<file path="src/rtl/mdio_pkg.sv">
package mdio_pkg;

    typedef struct packed {
        logic [1:0]  op;
        logic [4:0]  phy;
        logic [4:0]  regad;
        logic [15:0] data;
    } mdio_cmd_t;

    localparam logic [1:0] OP_READ   = 2'b10;
    localparam logic [1:0] START_PAT = 2'b01;
    localparam logic [1:0] TA_DRIVE  = 2'b10;
    localparam int         READY_BIT = 28;

    function automatic logic is_read(input mdio_cmd_t c);
        return c.op == OP_READ;
    endfunction

    function automatic logic [31:0] frame_body(input mdio_cmd_t c);
        return {START_PAT, c.op, c.phy, c.regad, TA_DRIVE, c.data};
    endfunction

endpackage

</file>
<file path="src/rtl/mdio_mdc_gen.sv">
module mdio_mdc_gen #(
    parameter int HALF = 4
) (
    input  logic clk,
    input  logic rst,
    input  logic run,
    input  logic restart,
    output logic mdc,
    output logic rise,
    output logic fall
);
    localparam int CW = (HALF > 1) ? $clog2(HALF) : 1;
    localparam logic [CW-1:0] LAST = CW'(HALF - 1);

    logic [CW-1:0] cnt;
    logic          tick;

    assign tick = run && !restart && (cnt == LAST);
    assign rise = tick && !mdc;
    assign fall = tick && mdc;

    always_ff @(posedge clk) begin
        if (rst || restart || !run) begin
            cnt <= '0;
            mdc <= 1'b0;
        end else if (tick) begin
            cnt <= '0;
            mdc <= ~mdc;
        end else begin
            cnt <= cnt + 1'b1;
        end
    end
endmodule

</file>
<file path="src/rtl/mdio_frame_ser.sv">
module mdio_frame_ser
    import mdio_pkg::*;
#(
    parameter int PRE = 32
) (
    input  logic        clk,
    input  logic        rst,
    input  logic        start,
    input  mdio_cmd_t   cmd,
    input  logic        rise,
    input  logic        fall,
    input  logic        mdio_i,
    output logic        busy,
    output logic        done_pulse,
    output logic        mdio_o,
    output logic        mdio_oe,
    output logic [15:0] rx_val
);
    localparam int TOTAL = PRE + 32;
    localparam int IW    = $clog2(TOTAL + 1);
    localparam logic [IW-1:0] PRE_END  = IW'(PRE);
    localparam logic [IW-1:0] TA_IDX   = IW'(PRE + 14);
    localparam logic [IW-1:0] DATA_IDX = IW'(PRE + 16);
    localparam logic [IW-1:0] LAST_IDX = IW'(TOTAL - 1);

    logic [IW-1:0] idx;
    logic [IW-1:0] pos;
    logic [31:0]   body;
    logic          rd;

    assign rd   = is_read(cmd);
    assign body = frame_body(cmd);
    assign pos  = idx - PRE_END;

    always_comb begin
        mdio_o  = 1'b1;
        mdio_oe = 1'b0;
        if (busy) begin
            mdio_oe = !(rd && idx >= TA_IDX);
            if (idx >= PRE_END)
                mdio_o = body[5'd31 - pos[4:0]];
        end
    end

    assign done_pulse = busy && fall && (idx == LAST_IDX);

    always_ff @(posedge clk) begin
        if (rst) begin
            busy   <= 1'b0;
            idx    <= '0;
            rx_val <= '0;
        end else if (start) begin
            busy   <= 1'b1;
            idx    <= '0;
            rx_val <= '0;
        end else if (busy) begin
            if (rise && rd && idx >= DATA_IDX)
                rx_val <= {rx_val[14:0], mdio_i};
            if (fall) begin
                if (idx == LAST_IDX)
                    busy <= 1'b0;
                else
                    idx <= idx + 1'b1;
            end
        end
    end
endmodule

</file>
<file path="src/rtl/mdio_cmd_ctrl.sv">
module mdio_cmd_ctrl
    import mdio_pkg::*;
#(
    parameter int MDC_HALF = 4,
    parameter int PRE_LEN  = 32
) (
    input  logic        clk,
    input  logic        rst,
    input  logic        wr_en,
    input  logic [31:0] wr_data,
    output logic [31:0] rd_data,
    output logic        mdc,
    input  logic        mdio_i,
    output logic        mdio_o,
    output logic        mdio_oe
);
    mdio_cmd_t   cmd_q;
    logic        ready_q;
    logic        busy;
    logic        done_pulse;
    logic        rise;
    logic        fall;
    logic [15:0] rx_val;

    mdio_mdc_gen #(.HALF(MDC_HALF)) clkgen_i (
        .clk     (clk),
        .rst     (rst),
        .run     (busy),
        .restart (wr_en),
        .mdc     (mdc),
        .rise    (rise),
        .fall    (fall)
    );

    mdio_frame_ser #(.PRE(PRE_LEN)) ser_i (
        .clk        (clk),
        .rst        (rst),
        .start      (wr_en),
        .cmd        (cmd_q),
        .rise       (rise),
        .fall       (fall),
        .mdio_i     (mdio_i),
        .busy       (busy),
        .done_pulse (done_pulse),
        .mdio_o     (mdio_o),
        .mdio_oe    (mdio_oe),
        .rx_val     (rx_val)
    );

    always_ff @(posedge clk) begin
        if (rst) begin
            cmd_q   <= '0;
            ready_q <= 1'b1;
        end else if (wr_en) begin
            cmd_q   <= mdio_cmd_t'(wr_data[27:0]);
            ready_q <= 1'b0;
        end else if (done_pulse) begin
            ready_q <= 1'b1;
            if (is_read(cmd_q))
                cmd_q.data <= rx_val;
        end
    end

    assign rd_data = {3'b000, ready_q, cmd_q};
endmodule

</file>
<file path="config.mk">
export PLATFORM = sky130hd
export DESIGN_NAME = mdio_cmd_ctrl
export DESIGN_NICKNAME = d
export VERILOG_FILES = /design/src/rtl/mdio_pkg.sv /design/src/rtl/mdio_mdc_gen.sv /design/src/rtl/mdio_frame_ser.sv /design/src/rtl/mdio_cmd_ctrl.sv
export SDC_FILE = /design/constraint.sdc
export NUM_CORES = 1
export LEC_CHECK = 0
export BUFFER_PORTS_ARGS = -buffer_cell sky130_fd_sc_hd__buf_2
export CORE_MARGIN = 2
export CORE_UTILIZATION = 57
export DETAILED_ROUTE_END_ITERATION = 10
export PLACE_DENSITY = 0.91
export SETUP_SLACK_MARGIN = 0.5
export SYNTH_ARGS = -nofsm -noshare
export SYNTH_HDL_FRONTEND = slang
export SYNTH_HIERARCHICAL = 1
export SYNTH_SLANG_ARGS = --single-unit
</file>
<file path="constraint.sdc">
create_clock -name clk -period 5.9 [get_ports clk]
set_clock_uncertainty 0.05 [all_clocks]
set_input_delay 0 -clock clk [delete_from_list [all_inputs] [get_ports clk]]
set_output_delay 0 -clock clk [all_outputs]
set_load 0.01 [all_outputs]
</file>
# Word level (Yosys, flattened, before mapping)
# Index checks and enable logic that the tools add are counted.
[totals]
in_bits = 36
out_inout_bits = 35
ff_bits = 56
word_cells = 59
[op_classes]
n_reduce_logical = 22
bitwise_logic = 2
n_eq_ne = 3
n_addsub = 4
order_cmp = 4
n_mux = 14
[op_table]
columns = ["cell", "n"]
rows = [
  ["16-bit two-way mux", 3],
  ["7-bit by 6-bit >= comparator with 1-bit output (second input constant)", 3],
  ["1-bit two-way mux", 10],
  ["1-bit logical AND", 9],
  ["7-bit by 1-bit adder with 7-bit output (second input constant)", 1],
  ["7-bit by 6-bit equality test with 1-bit output (second input constant)", 1],
  ["5-bit by 6-bit less-than comparator with 1-bit output (second input constant)", 1],
  ["1-bit binary-select mux with 5-bit select", 1],
  ["5-bit by 1-bit subtractor with 5-bit output (second input constant)", 1],
  ["5-bit subtractor (first input constant)", 1],
  ["2-bit equality test (second input constant)", 2],
  ["1-bit logical NOT", 4],
  ["2-bit AND reduction", 2],
  ["2-bit nonzero test", 2],
  ["2-bit OR reduction", 2],
  ["3-bit AND reduction", 1],
  ["2-bit by 1-bit adder with 2-bit output (second input constant)", 1],
  ["1-bit logical OR", 2],
  ["1-bit NOT", 2],
]

# Depth between registers and ports, before layout
[logic_depth]
word_depth = 8
depth_mapped = 8
ltp_nobuf = 7

# Modules after synthesis
# Netlist, hierarchy kept.
[modules_own_cells]
columns = ["module", "instances", "area_each_um2", "seq_area_each_um2", "cells_per_inst"]
rows = [
  ["mdio_cmd_ctrl", 1, 1463.9, 580.6, 138],
  ["mdio_frame_ser", 1, 1305.0, 480.5, 141],
  ["mdio_mdc_gen", 1, 145.1, 60.1, 11],
]

# Least setup slack after synthesis
# No wires, ideal clock.
[synth_timing]
kind = "register to register"
start = "register clkgen_i.cnt[0]"
end = "register ser_i.rx_val[10]"
arrival_ps = 1785
setup_time_ps = 128
stages_incl_launch_ff = 8
path_slack_ps = 3937
synth_period_minus_slack_ps = 1963
path_buffers = 1
required_time_ps = 5722
cell_sequence = "dfxtp_1 > ha_1 > nor3b_1 > nand2_2 > nor4_4 > buf_8 > mux2i_1 > nor2_1"
[synth_via]
elab_chain_cells = 6
[synth_lines]
columns = ["item", "line", "source"]
rows = [
  ["from (decl)", "mdio_mdc_gen.sv:15", "logic [CW-1:0] cnt;"],
  ["from (signal assigned)", "mdio_mdc_gen.sv:30", "cnt <= cnt + 1'b1;"],
  ["2-bit equality test", "mdio_mdc_gen.sv:18", "assign tick = run && !restart && (cnt == LAST);"],
  ["1-bit logical AND", "mdio_mdc_gen.sv:18", ""],
  ["1-bit logical AND", "mdio_mdc_gen.sv:19", "assign rise = tick && !mdc;"],
  ["net rise", "mdio_cmd_ctrl.sv:21", "logic rise;"],
  ["1-bit logical AND (2 in series)", "mdio_frame_ser.sv:57", "if (rise && rd && idx >= DATA_IDX)"],
  ["2-bit AND reduction (no line)", "n/a", ""],
  ["to (signal assigned)", "mdio_frame_ser.sv:58", "rx_val <= {rx_val[14:0], mdio_i};"],
  ["to (decl)", "mdio_frame_ser.sv:17", "output logic [15:0] rx_val"],
]
# The timed path passes the listed nets, and every way through them passes these cells.
# A chain may end at the register's enable or synchronous reset.

# Worst setup path in the final report
[layout_timing]
start = "register ser_i.idx[1]"
end = "register cmd_q, in the netlist rd_data[5]"
[layout_via]
elab_chain_cells = 4
[layout_lines]
columns = ["item", "line", "source"]
rows = [
  ["from (decl)", "mdio_frame_ser.sv:26", "logic [IW-1:0] idx;"],
  ["from (signal assigned)", "mdio_frame_ser.sv:63", "idx <= idx + 1'b1;"],
  ["7-bit by 6-bit equality test with 1-bit output", "mdio_frame_ser.sv:45", "assign done_pulse = busy && fall && (idx == LAST_IDX);"],
  ["1-bit logical AND", "mdio_frame_ser.sv:45", ""],
  ["net done_pulse", "mdio_cmd_ctrl.sv:20", "logic done_pulse;"],
  ["2-bit nonzero test (no line)", "n/a", ""],
  ["2-bit AND reduction (no line)", "n/a", ""],
  ["to (signal assigned)", "mdio_cmd_ctrl.sv:55", "cmd_q <= mdio_cmd_t'(wr_data[27:0]);"],
  ["to (decl)", "mdio_cmd_ctrl.sv:17", "mdio_cmd_t cmd_q;"],
]
# The timed path passes the listed nets, and every way through them passes these cells.

==> metrics.md <==
| Metric | Value |
|---|---|
| Outcome | finished, final reports clean |
| Clock sink count | 56 |
| Comb power frac | 13.4% |
| Diodes inserted | 0 |
| Worst-Skew Late Latency | 0.31 ns |
| Hold Crit Class | in -> reg |
| Kind of critical path | reg -> reg |
| Clock Pin Slew Worst Setup and Hold Paths | 0.09 ns |
| Vias after detailed routing | 2,286 |
| GRT overflow | 0 |
| Largest net degree at the start of global routing | 53 |
| Reg2reg start | ser_i/idx[1]$_SDFFE_PP0P_ |
| Synth area leaders | dfxtp_1 (38%), mux2i_1 (13%), nor2_1 (7.0%), mux2_4 (4.6%), a211oi_2 (3.9%) |
| Measured slew at the worst slew-check pin | 0.736 ns |
| Critical Path Source Type | flop |
| R2R Setup Slk | 3.46 ns |
| First-pass GRT wire length | 9690 um |
| Gr usage total | 22.4% |
| Synth top area share | 38.5% |
| I/O Buffers | 63 |
| Clock Path Buffers | 2 |
| DIE HEIGHT | 75.5 um |
| Worst hold path cell count | 4 |
| Most common cell in the synthesized netlist | dfxtp_1 |
| Worst-path maximum fanout | 32 |
| Req. time, crit path | 6.02 ns |
| Core area | 5010 um^2 |
| Die footprint | 5700 um^2 |
| Max-Slew Margin vs Limit | 51.0% |
| Total number of yosys warnings | 6 |
| Post-synthesis sequential area ratio | 38.5% |
| Synth cell types | 51 |
| Switching power | 0.178 mW |
| Layout fillers | 421 |
| Vias per inst | 5.38 |
| Width of the die | 75.5 um |
| Critical path arrival | 2.56 ns |
| Maximum clock rate | 410 MHz |
| CTS root buf | clkbuf_8 |
| Routed length per instance | 14.5 um |
| Row cnt | 26 |
| Post-route minimum period | 2.44 ns |
| Synth Instances | 290 |
| Area delta synth->final | 16.1% |
| Internal Power | 0.533 mW |
| DRT iter0 DRCs | 157 |
| Final Setup Violations | 0 |
| Utilization after layout | 67.5% |
| Cts bufs inserted | 5 |
| Yosys reg bits | 56 |
| CTS tree | yes |
| Post-route DRC | 0 |
| GPL Wtd Cong | 0.822 |
| Worst vdd ir | 0.000190 V |
| Dominant cell type by area after synthesis | dfxtp_1 |
| Vias in the first global route | 2,063 |
| Fraction of layout cells with a size suffix above 1 | 33.8% |
| Final WL | 6150 um |
| Worst Hold Path EP | rd_data[12]$_SDFFE_PP0P_ |
| Crit share post-route | 41.3% |
| Worst R2R End | rd_data[5]$_SDFFE_PP0P_ |
| Synth async-reset ratio | 0% |
| R2R cell count | 8 |
| Sw Ratio | 25.1% |
| Top_reg_cell synth | dfxtp_1 |
| Mapped cell area | 2910 um^2 |
| Antenna-violating nets left | 0 |
| Reg power frac | 56.6% |
| Commonest cells in the netlist | dfxtp_1 (56), nor2_1 (54), mux2i_1 (37) |
| Pre-antenna DRT Iters | 4 |
| RSZ-0062 raised after global routing | no |
| P_leak | 1.34 nW |
| Final Power | 0.711 mW |
| Syn avg cell area | 10.0 um^2 |
| Effective utilization at floorplan | 58.2% |
| Fin. Hold Viols | 0 |
| Setup TNS | 0 ns |
| CTS HTree Levels | 2 |
| Final Max Tran Viols | 0 |
| Initial antenna violation count | 0 |
| Cts repair resizes | 0 |
| Power Dens Cells | 210 nW/um^2 |
| Type of destination of the critical path | flop |
| Detailed Place HPWL | 4230 um |
| Clock power frac | 30.0% |
| Post-synth EDFFs | 0 |
| Number of max-cap violations | 0 |
| Min-delay src | wr_data[12] |
| Fin nets | 393 |
| Num ports | 71 |
state kept, by name, indices dropped and copies added (netlist names):
name / count
ready_q: 1
ser_i/busy: 1
ser_i/rx_val: 16
rd_data: 28
clkgen_i/mdc: 1
clkgen_i/cnt: 2
ser_i/idx: 7
worst max-delay path by stage:
stage | end | from | depth (start not counted) | slack, ns
final | rd_data[5]$_SDFFE_PP0P_ | ser_i/idx[1]$_SDFFE_PP0P_ | 8 | 3.46
after global routing | rd_data[2]$_SDFFE_PP0P_ | ser_i/idx[1]$_SDFFE_PP0P_ | 8 | 3.28
after CTS | rd_data[5]$_SDFFE_PP0P_ | ser_i/idx[1]$_SDFFE_PP0P_ | 8 | 3.48
after detailed placement | rd_data[5]$_SDFFE_PP0P_ | ser_i/idx[1]$_SDFFE_PP0P_ | 8 | 3.50
after global placement | rd_data[13]$_SDFFE_PP0P_ | ser_i/idx[1]$_SDFFE_PP0P_ | 8 | 3.59
after floorplan | ser_i/rx_val[10]$_SDFFE_PP0P_ | clkgen_i/cnt[0]$_SDFF_PP0_ | 7 | 3.94
what timing repair did:
item | CTS | global route
endpoints found under the hold margin | 13 | 0
hold buffers | 13 | 0
endpoints found under the setup margin | 0 | 0
setup buffers | 0 | 0
power groups by stage:
| stage | clock (mW) | sequential (mW) | combinational [mW] |
|---|---|---|---|
| floorplan | 0 | 0.414 | 0.0582 |
| global placement | 0 | 0.411 | 0.0861 |
| detailed placement | 0 | 0.411 | 0.0886 |
| CTS | 0.219 | 0.402 | 0.0956 |
| global route | 0.233 | 0.404 | 0.105 |
| finish | 0.213 | 0.402 | 0.0954 |
cells in the final DEF, fill, tap and decap left out, types with 2 or more instances in the layout:
cell type       n
mux2_4          9
mux2i_1        37
a21oi_1        11
a21oi_2        10
mux2_2          7
nand2b_1        3
clkinv_2        2
dlygate4sd3_1  13
mux4_2          2
buf_4           3
inv_1           3
dfxtp_1        56
buf_2          63
conb_1          3
o21ai_0         3
nand3_1         4
a211oi_1       10
nand3b_1        2
nor2_1         54
and3b_1         2
nand2_1         5
nor4_1          5
clkbuf_8        6
ha_1            3
nor3b_1         3
xnor2_1         4
a211oi_2        9
kinds of logic (layout without fill, tap and decap cells):
family	after synthesis	count (layout)	synth area share, %
other	1	3	0.129
xor gates and xnor gates	4	4	1.20
buffers and inverters	28	91	6.91
DFF	56	56	38.5
adders and majority gates	3	3	1.29
muxes	55	55	21.6
and+or+nand+nor	91	91	16.1
AOI/OAI and AO/OA	52	52	14.3
metrics by stage:
step	setup WS, ns	std cells	instance area, um^2	hold slack [ns]
floorplan	3.94	292	2920	0.0197
global placement	3.59	404	3160	0.191
detailed placement	3.50	404	3160	0.198
CTS	3.48	425	3380	0.0815
global route	3.28	425	3380	0.0863
finish	3.46	425	3380	0.0835
worst max-delay path, stage by stage, from the launching register on:
cell and delay (ns):
dfxtp_1 0.75, ha_1 0.30, and3_1 0.24, nand2_1 0.08, nor2_1 0.19, nand3b_1 0.10
buf_4 0.27, a21oi_1 0.23, a211oi_1 0.07
area by class of cell:
| class | count | area [um^2] | area share, % |
|---|---|---|---|
| clock buffer | 6 | 82.6 | 2.44 |
| clock inverter | 2 | 10.0 | 0.296 |
| inverter | 4 | 15.0 | 0.444 |
| multi-input combinational | 208 | 1600 | 47.3 |
| sequential | 56 | 1120 | 33.1 |
| tap | 70 | 87.6 | 2.59 |
| timing repair buffer | 79 | 468 | 13.8 |
layer usage:
metal	part of all wire [%]	GRT usage, %
met1	44	28.0
met2	51	39.7
met3	4.4	4.89
met4	0.63	4.68
met5	0	0
Power figures use the tool's default switching activity.
